**config.mk**
```make
export PLATFORM = sky130hd
export DESIGN_NAME = lpm_entry_ctrl
export DESIGN_NICKNAME = d
export VERILOG_FILES = /design/src/rtl/lpm_pkg.sv /design/src/rtl/lpm_dpath.sv /design/src/rtl/lpm_ctrl.sv /design/src/rtl/lpm_entry_ctrl.sv
export SDC_FILE = /design/constraint.sdc
export NUM_CORES = 1
export LEC_CHECK = 0
export ABC_CLOCK_PERIOD_IN_PS = 2550
export BUFFER_PORTS_ARGS = -buffer_cell sky130_fd_sc_hd__buf_2
export CORE_MARGIN = 5
export CORE_UTILIZATION = 51
export DETAILED_ROUTE_END_ITERATION = 10
export GPL_TIMING_DRIVEN = 0
export PLACE_DENSITY = 0.84
export RECOVER_POWER = 25
export SYNTH_ARGS = -nofsm -noshare
export SYNTH_HDL_FRONTEND = slang
export SYNTH_SLANG_ARGS = --single-unit
```
**constraint.sdc**
```tcl
create_clock -name clk -period 2.55 [get_ports clk]
set_input_delay 0.3825 -clock clk [delete_from_list [all_inputs] [get_ports clk]]
set_output_delay 0.3825 -clock clk [all_outputs]
set_load 0.05 [all_outputs]
```
**src/rtl/lpm_pkg.sv**
```systemverilog
package lpm_pkg;

  localparam int DOM_N = 2;
  localparam int CORE  = 0;
  localparam int TOP   = 1;

  typedef enum logic [3:0] {
    ST_RUN,
    ST_ENT_ISO,
    ST_ENT_RET,
    ST_ENT_PWR,
    ST_SLEEP,
    ST_EX_PWR,
    ST_EX_SETTLE,
    ST_EX_ISO,
    ST_EX_CLK
  } lpmState_e;

  // one-cycle commands from the sequencer to the output registers
  typedef struct packed {
    logic capture;     // latch mode and stop clocks
    logic isoOn;
    logic retOn;
    logic pwrOff;
    logic pwrUp;
    logic settleLoad;
    logic retOff;
    logic isoOff;
    logic clkOn;       // restore clocks, raise wake-done
  } lpmStrobe_t;

  typedef struct packed {
    logic [DOM_N-1:0] clk;
    logic [DOM_N-1:0] iso;
    logic [DOM_N-1:0] ret;
    logic [DOM_N-1:0] gate;
  } lpmMask_t;

  function automatic lpmMask_t modeMask(logic [1:0] standby, logic [1:0] top);
    lpmMask_t m;
    m = '0;
    m.clk[CORE] = 1'b1;
    if (standby == 2'b01) begin
      m.iso[CORE]  = 1'b1;
      m.ret[CORE]  = 1'b1;
      m.gate[CORE] = 1'b1;
      m.clk[TOP]   = (top == 2'b00) || (top == 2'b01);
      m.iso[TOP]   = (top == 2'b00);
      m.gate[TOP]  = (top == 2'b00);
    end
    return m;
  endfunction

endpackage

```
**src/rtl/lpm_dpath.sv**
```systemverilog
module lpm_dpath
  import lpm_pkg::*;
#(
  parameter int SETTLE_CYC = 16
) (
  input  logic             clk,
  input  logic             rstN,
  input  lpmStrobe_t       stb,
  input  logic [1:0]       standbyCfg,
  input  logic [1:0]       topCfg,
  output logic [DOM_N-1:0] clkEn,
  output logic [DOM_N-1:0] isoEn,
  output logic [DOM_N-1:0] retEn,
  output logic [DOM_N-1:0] pwrOn,
  output logic             wakeDone,
  output logic             deepReq,
  output logic             deepCap,
  output logic             settleDone
);

  localparam int CNT_W = $clog2(SETTLE_CYC + 1);

  lpmMask_t         newMask;
  lpmMask_t         capMask;
  logic [CNT_W-1:0] settleCnt;

  assign newMask    = modeMask(standbyCfg, topCfg);
  assign deepReq    = |newMask.gate;
  assign deepCap    = |capMask.gate;
  assign settleDone = (settleCnt == '0);

  always_ff @(posedge clk or negedge rstN) begin
    if (!rstN) begin
      capMask   <= '0;
      clkEn     <= '1;
      isoEn     <= '0;
      retEn     <= '0;
      pwrOn     <= '1;
      wakeDone  <= 1'b0;
      settleCnt <= '0;
    end else begin
      wakeDone <= stb.clkOn;
      if (stb.capture) begin
        capMask <= newMask;
        clkEn   <= clkEn & ~newMask.clk;
      end
      if (stb.clkOn)  clkEn <= clkEn | capMask.clk;
      if (stb.isoOn)  isoEn <= isoEn | capMask.iso;
      if (stb.isoOff) isoEn <= isoEn & ~capMask.iso;
      if (stb.retOn)  retEn <= retEn | capMask.ret;
      if (stb.retOff) retEn <= retEn & ~capMask.ret;
      if (stb.pwrOff) pwrOn <= pwrOn & ~capMask.gate;
      if (stb.pwrUp)  pwrOn <= pwrOn | capMask.gate;
      if (stb.settleLoad)      settleCnt <= CNT_W'(SETTLE_CYC - 1);
      else if (!settleDone)    settleCnt <= settleCnt - 1'b1;
    end
  end

  // a domain without power must be clamped
  p_iso_guards_power_r3: assert property (@(posedge clk) disable iff (!rstN)
    ((~pwrOn & ~isoEn) == '0));

  // a clamped domain never has a running clock
  p_clk_stopped_under_iso_r3: assert property (@(posedge clk) disable iff (!rstN)
    ((isoEn & clkEn) == '0));

  // retention is only let go while power is requested
  p_ret_release_powered_r9: assert property (@(posedge clk) disable iff (!rstN)
    ((($past(retEn) & ~retEn) & ~pwrOn) == '0));

  p_wake_single_r11: assert property (@(posedge clk) disable iff (!rstN)
    wakeDone |=> !wakeDone);

  p_wake_with_core_clk_r11: assert property (@(posedge clk) disable iff (!rstN)
    wakeDone |-> (clkEn[CORE] && !$past(clkEn[CORE])));

endmodule

```
**src/rtl/lpm_ctrl.sv**
```systemverilog
module lpm_ctrl
  import lpm_pkg::*;
#(
  parameter int WAKE_N = 4
) (
  input  logic             clk,
  input  logic             rstN,
  input  logic             wfiIn,
  input  logic [WAKE_N-1:0] wakeSrc,
  input  logic [WAKE_N-1:0] wakeEn,
  input  logic [DOM_N-1:0] pwrAck,
  input  logic             deepReq,
  input  logic             deepCap,
  input  logic             settleDone,
  output lpmStrobe_t       stb
);

  lpmState_e state, nxt;
  logic      wfiQ;
  logic      wfiRise;
  logic      wakeHit;
  logic      allUp;

  assign wfiRise = wfiIn & ~wfiQ;
  assign wakeHit = |(wakeSrc & wakeEn);
  assign allUp   = &pwrAck;

  always_ff @(posedge clk or negedge rstN) begin
    if (!rstN) begin
      state <= ST_RUN;
      wfiQ  <= 1'b0;
    end else begin
      state <= nxt;
      wfiQ  <= wfiIn;
    end
  end

  always_comb begin
    stb = '0;
    nxt = state;
    unique case (state)
      ST_RUN: if (wfiRise) begin
        stb.capture = 1'b1;
        nxt = deepReq ? ST_ENT_ISO : ST_SLEEP;
      end
      ST_ENT_ISO: if (wakeHit) begin
        stb.clkOn = 1'b1;      nxt = ST_RUN;
      end else begin
        stb.isoOn = 1'b1;      nxt = ST_ENT_RET;
      end
      ST_ENT_RET: if (wakeHit) begin
        stb.isoOff = 1'b1;     nxt = ST_EX_CLK;
      end else begin
        stb.retOn = 1'b1;      nxt = ST_ENT_PWR;
      end
      ST_ENT_PWR: if (wakeHit) begin
        stb.retOff = 1'b1;     nxt = ST_EX_ISO;
      end else begin
        stb.pwrOff = 1'b1;     nxt = ST_SLEEP;
      end
      ST_SLEEP: if (wakeHit) begin
        if (deepCap) begin
          stb.pwrUp = 1'b1;    nxt = ST_EX_PWR;
        end else begin
          stb.clkOn = 1'b1;    nxt = ST_RUN;
        end
      end
      ST_EX_PWR: if (allUp) begin
        stb.settleLoad = 1'b1; nxt = ST_EX_SETTLE;
      end
      ST_EX_SETTLE: if (settleDone) begin
        stb.retOff = 1'b1;     nxt = ST_EX_ISO;
      end
      ST_EX_ISO: begin
        stb.isoOff = 1'b1;     nxt = ST_EX_CLK;
      end
      ST_EX_CLK: begin
        stb.clkOn = 1'b1;      nxt = ST_RUN;
      end
      default: nxt = ST_RUN;
    endcase
  end

  // settling is only counted with every switch reporting power good
  p_settle_needs_ack_r9: assert property (@(posedge clk) disable iff (!rstN)
    (state == ST_EX_SETTLE) |-> allUp);

  // leaving the running state needs a fresh wait-for-interrupt edge
  p_entry_on_rise_r7: assert property (@(posedge clk) disable iff (!rstN)
    ($past(state) == ST_RUN && state != ST_RUN) |-> ($past(wfiIn) && !$past(wfiQ)));

endmodule

```
**src/rtl/lpm_entry_ctrl.sv**
```systemverilog
module lpm_entry_ctrl
  import lpm_pkg::*;
#(
  parameter int WAKE_N     = 4,
  parameter int SETTLE_CYC = 16
) (
  input  logic              clk,
  input  logic              rstN,
  input  logic              wfiIn,
  input  logic [1:0]        standbyCfg,
  input  logic [1:0]        topCfg,
  input  logic [WAKE_N-1:0] wakeSrc,
  input  logic [WAKE_N-1:0] wakeEn,
  input  logic [1:0]        pwrAck,
  output logic [1:0]        clkEn,
  output logic [1:0]        isoEn,
  output logic [1:0]        retEn,
  output logic [1:0]        pwrOn,
  output logic              wakeDone
);

  lpmStrobe_t stb;
  logic       deepReq;
  logic       deepCap;
  logic       settleDone;

  lpm_ctrl #(.WAKE_N(WAKE_N)) u_ctrl (
    .clk        (clk),
    .rstN       (rstN),
    .wfiIn      (wfiIn),
    .wakeSrc    (wakeSrc),
    .wakeEn     (wakeEn),
    .pwrAck     (pwrAck),
    .deepReq    (deepReq),
    .deepCap    (deepCap),
    .settleDone (settleDone),
    .stb        (stb)
  );

  lpm_dpath #(.SETTLE_CYC(SETTLE_CYC)) u_dpath (
    .clk        (clk),
    .rstN       (rstN),
    .stb        (stb),
    .standbyCfg (standbyCfg),
    .topCfg     (topCfg),
    .clkEn      (clkEn),
    .isoEn      (isoEn),
    .retEn      (retEn),
    .pwrOn      (pwrOn),
    .wakeDone   (wakeDone),
    .deepReq    (deepReq),
    .deepCap    (deepCap),
    .settleDone (settleDone)
  );

endmodule

```
==> summary.txt, run 1 <==
Timing
  – Max-slew violation count: 0
  – RSZ-0062 raised after global routing: no
  – Setup skew after layout: 0.003274 ns
  – Hold Violations, Final: 0
  – Headroom to the max-slew limit: 26.37%
  – Fin crit period: 1.790 ns
  – Finish-stage setup viols: 0
  – Worst slew pin tran: 1.105 ns
  – Setup tns final: 0 ns
  – Final worst-path cycle share: 70.21%
  – Highest clock frequency the design can meet: 558.6 MHz

Drt
  – Mean number of vias per cell: 5.890
  – DRC violations left: 0
  – Initial detailed-routing violation count: 42
  – Met1 layer wirelength in the final routing: 1061 microns
  – Post-detailed-routing wire length: 2577 microns
  – Routed length per instance: 14.24 microns
  – Number of iterations in the first detailed-routing pass: 5
  – Top routing layer in use: met4
  – Detailed route wirelength on metal2: 1284 microns
  – Wire length on met3: 206 microns
  – Total vias in the final route: 1,066
  – Number of nets with antenna violations after routing: 0

Worst setup path
  – Biggest fanout along the worst timing path: 5
  – CP required: 2.77 ns
  – Critical Path Start Type: register
  – Worst setup path category: reg2reg
  – Critical path arrival: 2.01 ns
  – Type of destination of the critical path: register

Floorplan
  – Die span in y: 58.63 microns
  – Number of I/O pins: 26
  – Die boundary width: 58.63 microns
  – Standard-cell rows: 17
  – Effective utilization at floorplan: 54.01%
  – Area of the die: 0.003437 sq mm
  – Area of the core: 0.002233 sq mm

Clocking
  – Buffer count from post-CTS setup fixing: 0
  – H-tree levels: 1
  – Number of CTS-inserted buffers: 3
  – Source-to-sink clock delay at the later pin of the worst-skew pair: 0.30 ns
  – Clock slew at the register clock pins of the worst setup and hold paths: 0.10 ns
  – Maximum clock insertion buffer count: 2
  – Hold buffer count at cts: 0
  – Post-CTS Resized: 0
  – CTS Sinks: 22
  – CTS tree: yes
  – Root buf cell: sky130_fd_sc_hd__clkbuf_4

Layout
  – Cell area after layout: 0.001383 sq mm
  – Multi-input gate area in the final layout: 588.1 sq um
  – Layout cell share with drive strength beyond 1: 26.80%
  – Antenna cells: 0
  – Number of nets in the final layout: 173
  – End-of-flow core utilization: 61.90%
  – Area added between synthesis and finish: 14.63%
  – Fill cell count: 177
  – Most common library cell in the layout ignoring fill and taps: sky130_fd_sc_hd__buf_2
  – Sequential Area: 555.5 sq um
  – Most frequent cells in the layout: 25 x sky130_fd_sc_hd__buf_2, 18 x sky130_fd_sc_hd__dfrtp_1, 12 x sky130_fd_sc_hd__nand2_1, 10 x sky130_fd_sc_hd__o21ai_0, 10 x sky130_fd_sc_hd__a21oi_1

Synth
  – Gate Count Post-Synth: 126
  – Syn_nets: 144
  – Post-synth EDFFs: 0
  – Number of storage elements in the synthesis netlist: 22
  – Async set-reset flop share out of synthesis: 100.0%
  – Post-Syn Area per Cell: 9.573 sq um
  – Register area share after synthesis: 46.06%
  – Warnings, synthesis: 0
  – Count of cell types in the netlist: 47
  – Netlist area before placement: 0.001206 sq mm
  – Most common flop cell mapped by yosys: sky130_fd_sc_hd__dfrtp_1

Power and ir drop
  – Leakage: 0.6500 nW
  – Peak ir drop on the vdd network: 676.9 uV
  – Clock power share: 10.1%
  – Switching share of power: 44.63%
  – Post-layout power: 1.462 mW
  – Logic gate share of total power: 52.9%
  – Switching power: 652.6 uW
  – Power Internal: 809.7 uW
  – Power per unit of standard cell area: 1058 mW/mm^2
  – Sequential cell fraction of total power: 37.0%

Global route
  – Number of global-route vias before repair: 1,035
  – Initial antenna violation count: 0
  – Overall overflow remaining after global route: 0
  – Gr usage total: 16.40%
  – Largest net degree at the start of global routing: 23
  – Wire length of the first global-routing pass: 4457 microns

Hold path
  – Worst min-delay path class: in2reg

Status
  – Status: completed

Place
  – Final GP Congestion: 0.9254
  – Number of buffers added on ports: 24
  – Dpl cell area: 0.001361 sq mm
  – Dpl hpwl: 2024 microns

Flow run
  – Count of maximum capacitance violations: 0
[Yosys cell counts (all sizes together) (2+ instances only)]
cell type	n	area share (%)
inv	6	1.9
o211a	2	1.7
a22oi	4	2.5
nand3	4	2.1
o211ai	3	1.9
nor3	2	0.83
nand2b	3	1.6
buf	5	3.0
dfstp	4	8.7
o21ai	11	4.9
or3	2	1.0
nor2b	2	1.0
and2	3	1.6
a21boi	2	1.2
a21oi	10	4.1
nand4	2	1.0
nand2	12	3.7
nor2	8	2.7
a41oi	3	2.2
dfrtp	18	37
or4b	2	2.0
[metrics by stage]
step	hold slack, ns	cells	setup WS, ns
after detailed placement	0.3624	178	0.8034
after floorplan	0.08691	126	1.055
final	0.1990	181	0.7597
after global placement	0.3529	178	0.8580
after global routing	0.1950	181	0.6071
after CTS	0.03019	181	0.7814
[power by group through the flow]
stage	registers, mW	clock network (mW)	logic [mW]
global route	0.559	0.163	0.855
floorplan	0.668	0	0.479
global placement	0.541	0	0.735
CTS	0.541	0.151	0.771
finish	0.541	0.148	0.773
detailed placement	0.549	0	0.767
[metal layers]
| metal | track usage, % | vias to the layer above |
|---|---|---|
| met4 | 7.120 | 0 |
| met5 | 0 | - |
| li1 | - | 517 |
| met3 | 2.412 | 4 |
| met1 | 21.61 | 504 |
| met2 | 26.79 | 41 |
[logic make-up (layout without fill, tap and decap cells)]
family | count (synthesis) | after routing | share of synthesized area, %
AO/OA/AOI/OAI | 43 | 43 | 25.00
adder cells (fa/ha/maj) | 1 | 1 | 1.037
buffers and inverters | 12 | 39 | 5.186
flip-flops | 22 | 22 | 46.06
multiplexers | 1 | 1 | 0.8299
other | 1 | 1 | 0.3109
AND/OR/NAND/NOR | 46 | 46 | 21.58
[final timing paths]
kind | cells past startpoint | start | slack (ns) | end
worst max-delay path | 6 | u_dpath.settleCnt[0] | 0.76 | u_ctrl.state[1]
worst min register to register | 2 | u_dpath.capMask[7] | 0.51 | u_dpath.capMask[7]
max in group asynchronous | 1 | rstN | 1.63 | u_dpath.settleCnt[2]
min in group asynchronous | 1 | rstN | 0.26 | async pin
worst min-delay path | 1 | wfiIn | 0.20 | u_ctrl.wfiQ
worst max register to register | 6 | u_dpath.settleCnt[0] | 0.76 | u_ctrl.state[1]
[final cells by class]
type / count / area share, %
Multi-Input combinational cell: 92 / 42.53
Sequential cell: 22 / 40.18
Timing Repair Buffer: 24 / 8.597
Buffer: 6 / 2.896
Tap cell: 28 / 2.534
Clock buffer: 3 / 1.629
Inverter: 6 / 1.629
[critical path, stage by stage, from the launching register on]
cell,delay (ns)
sky130_fd_sc_hd__dfrtp_1,0.40
sky130_fd_sc_hd__inv_1,0.08
sky130_fd_sc_hd__ha_1,0.22
sky130_fd_sc_hd__nor4b_2,0.42
sky130_fd_sc_hd__o32a_1,0.24
sky130_fd_sc_hd__o211ai_1,0.15
sky130_fd_sc_hd__a22oi_1,0.20
Power figures use the tool's default switching activity.
==> inputs of run 2 (changes only) <==
--- a/config.mk
+++ b/config.mk
@@ -5,7 +5,7 @@
 export SDC_FILE = /design/constraint.sdc
 export NUM_CORES = 1
 export LEC_CHECK = 0
-export ABC_CLOCK_PERIOD_IN_PS = 2550
+export ABC_CLOCK_PERIOD_IN_PS = 1790
 export BUFFER_PORTS_ARGS = -buffer_cell sky130_fd_sc_hd__buf_2
 export CORE_MARGIN = 5
 export CORE_UTILIZATION = 51
==> constraint.sdc (replaced) <==
create_clock -name clk -period 1.79 [get_ports clk]
set_input_delay 0.2685 -clock clk [delete_from_list [all_inputs] [get_ports clk]]
set_output_delay 0.2685 -clock clk [all_outputs]
set_load 0.05 [all_outputs]
==> run 2 against run 1 <==
Compared with the run above: flip-flop and latch count unchanged; total power increased by 45%; sequential power increased by 44%; first-iteration DRC count increased by 4.8%; fmax increased by 7.0%; final cell count increased by 1.7%; critical path depth unchanged; clock skew increased by 0.0021 ns; via count increased by 3.1%; combinational power increased by 47%; die area unchanged; largest power group unchanged.
==> summary.txt, run 2 (synthesized netlist as in run 1, its figures left out) <==
Timing
  – Highest clock frequency the design can meet: 597.8 MHz (+7.0%)
  – Headroom to the max-slew limit: 26.16% (-0.20 points)
  – Worst slew pin tran: 1.108 ns (+0.003072 ns)
  – Finish-stage setup viols: 0 (unchanged)
  – Max-slew violation count: 0 (unchanged)
  – Fin crit period: 1.673 ns (-0.1175 ns)
  – Setup skew after layout: 0.005363 ns (+0.002089 ns)
  – Final worst-path cycle share: 93.45% (+23 points)
  – RSZ-0062 raised after global routing: no
  – Setup tns final: 0 ns (unchanged)
  – Hold Violations, Final: 0 (unchanged)

Clocking
  – CTS Sinks: 22 (unchanged)
  – Source-to-sink clock delay at the later pin of the worst-skew pair: 0.30 ns (about the same)
  – Maximum clock insertion buffer count: 2 (unchanged)
  – CTS tree: yes
  – Number of CTS-inserted buffers: 3 (unchanged)
  – Clock slew at the register clock pins of the worst setup and hold paths: 0.10 ns (about the same)
  – Root buf cell: sky130_fd_sc_hd__clkbuf_4
  – H-tree levels: 1 (unchanged)

Layout
  – Area added between synthesis and finish: 17.43%
  – Sequential Area: 555.5 sq um (unchanged)
  – Number of standard cells in the final layout excluding fillers: 184 (+1.7%)
  – Multi-input gate area in the final layout: 596.8 sq um (+1.5%)
  – Antenna cells: 0 (unchanged)
  – Most frequent cells in the layout: 25 x sky130_fd_sc_hd__buf_2, 18 x sky130_fd_sc_hd__dfrtp_1, 12 x sky130_fd_sc_hd__nand2_1, 10 x sky130_fd_sc_hd__o21ai_0, 10 x sky130_fd_sc_hd__a21oi_1
  – Number of nets in the final layout: 176 (+1.7%)
  – Fill cell count: 177 (unchanged)
  – Layout cell share with drive strength beyond 1: 27.56% (+0.77 points)
  – Most common library cell in the layout ignoring fill and taps: sky130_fd_sc_hd__buf_2
  – Cell area after layout: 0.001416 sq mm (+2.4%)

Floorplan
  – Area of the core: 0.002233 sq mm (unchanged)
  – Area of the die: 0.003437 sq mm (unchanged)
  – Die boundary width: 58.63 microns (unchanged)
  – Effective utilization at floorplan: 54.01% (unchanged)
  – Standard-cell rows: 17 (unchanged)
  – Number of I/O pins: 26 (unchanged)
  – Die span in y: 58.63 microns (unchanged)

Worst setup path
  – Delay-heaviest family, CP: compound AO/OA/AOI/OAI gates
  – Setup slack of the most critical reg-to-reg path: 0.12 ns (-0.64 ns)
  – Critical register-to-register path startpoint: u_dpath.settleCnt[0]
  – Slowest cell delay on critical path: 0.40 ns (-0.02 ns)
  – Critical path cell sequence: inv_1 > ha_1 > nor4b_4 > o32a_1 > o211ai_1 > a22oi_1
  – Crit path buffers/inverters: 1 (unchanged)
  – Master of the slowest instance on the critical path: sky130_fd_sc_hd__dfrtp_1
  – Critical path arrival: 1.89 ns (-0.12 ns)
  – CP required: 2.01 ns (-0.76 ns)
  – Type of destination of the critical path: register
  – Biggest fanout along the worst timing path: 5 (unchanged)
  – Worst setup path category: reg2reg
  – R2R depth: 6 (unchanged)
  – Critical Path Start Type: register
  – Reg-to-reg critical path endpoint: u_ctrl.state[0]
  – Launch point of the worst path: u_dpath.settleCnt[0]

Hold path
  – Hold path start: wfiIn
  – Worst min-delay path class: in2reg
  – Hold endpoint: u_ctrl.wfiQ
  – Hold Path Stages: 1 (unchanged)

Global route
  – Largest net degree at the start of global routing: 23 (unchanged)
  – Global-route track usage on met2: 26.79% (unchanged)
  – Overall overflow remaining after global route: 0 (unchanged)
  – Initial antenna violation count: 0 (unchanged)
  – Wire length of the first global-routing pass: 4471 microns (+0.31%)
  – Met3 Track Usage GR: 2.412% (unchanged)
  – Gr usage total: 16.44% (+0.046 points)
  – Number of global-route vias before repair: 1,039 (+0.39%)
  – Busiest layer in global routing: met2
  – Global Route met1 Usage: 21.75% (+0.14 points)

Place
  – Dpl cell area: 0.001361 sq mm (unchanged)
  – Final GP Congestion: 0.9254 (unchanged)
  – Number of buffers added on ports: 24 (unchanged)
  – Dpl hpwl: 2024 microns (unchanged)
  – Cells after DPL: 178 (unchanged)

Drt
  – DRC violations left: 0 (unchanged)
  – Number of nets with antenna violations after routing: 0 (unchanged)
  – Routed length per instance: 14.21 microns (-0.22%)
  – Post-detailed-routing wire length: 2614 microns (+1.4%)
  – Number of iterations in the first detailed-routing pass: 4 (-1)
  – Total vias in the final route: 1,099 (+3.1%)
  – Initial detailed-routing violation count: 44 (+4.8%)
  – Mean number of vias per cell: 5.973 (+1.4%)

Flow run
  – Count of maximum capacitance violations: 0 (unchanged)

Power and ir drop
  – Leakage: 0.6672 nW (+2.6%)
  – Peak ir drop on the vdd network: 967.0 uV (+43%)
  – Power per unit of standard cell area: 1501 mW/mm^2 (+42%)

Status
  – Status: completed
-- run 2: worst max path at each step --
stage                                  to  cells after the start
after floorplan           u_ctrl.state[1]                      6
after global placement    u_ctrl.state[0]                      6
after detailed placement  u_ctrl.state[0]                      6
after CTS                 u_ctrl.state[0]                      6
after global routing      u_ctrl.state[0]                      6
final                     u_ctrl.state[0]                      6
-- run 2: layout make-up --
type                       instances  share of cell area [%]
multi-input combinational         92                   42.14
inverter                           6                   1.590
timing repair buffer              27                   10.16
buffer                             6                   2.827
tap                               28                   2.473
sequential                        22                   39.22
clock buffer                       3                   1.590
-- run 2: stage by stage --
step,hold slack (ns),setup WS (ns),util (%),power [mW]
after floorplan,-0.02709,0.2951,-,1.633
after global placement,0.2389,0.09797,60.95,1.817
after detailed placement,0.2484,0.04337,60.95,1.875
after CTS,0.08222,0.02139,62.41,2.087
after global routing,0.08102,0.01337,63.42,2.289
final,0.08714,0.1172,63.42,2.126
-- run 2: where the power goes --
group / total (mW) / internal (mW) / switching, mW
Sequential: 0.778 / 0.664 / 0.115
Combinational: 1.14 / 0.439 / 0.698
Clock: 0.210 / 0.0784 / 0.132
Total: 2.13 / 1.18 / 0.945
-- run 2: what timing repair did --
action | 4_1_cts | 5_1_grt
resized for setup | 0 | 1
endpoints found under the hold margin | 18 | 0
setup endpoints to repair | 0 | 3
setup buffers | 0 | 2
hold buffers | 1 | 0
-- run 2: per-layer routing --
layer,wire (microns),vias to the layer above
met1,1092,516
met3,195,7
li1,-,525
met5,0,-
met4,42,0
met2,1283,51
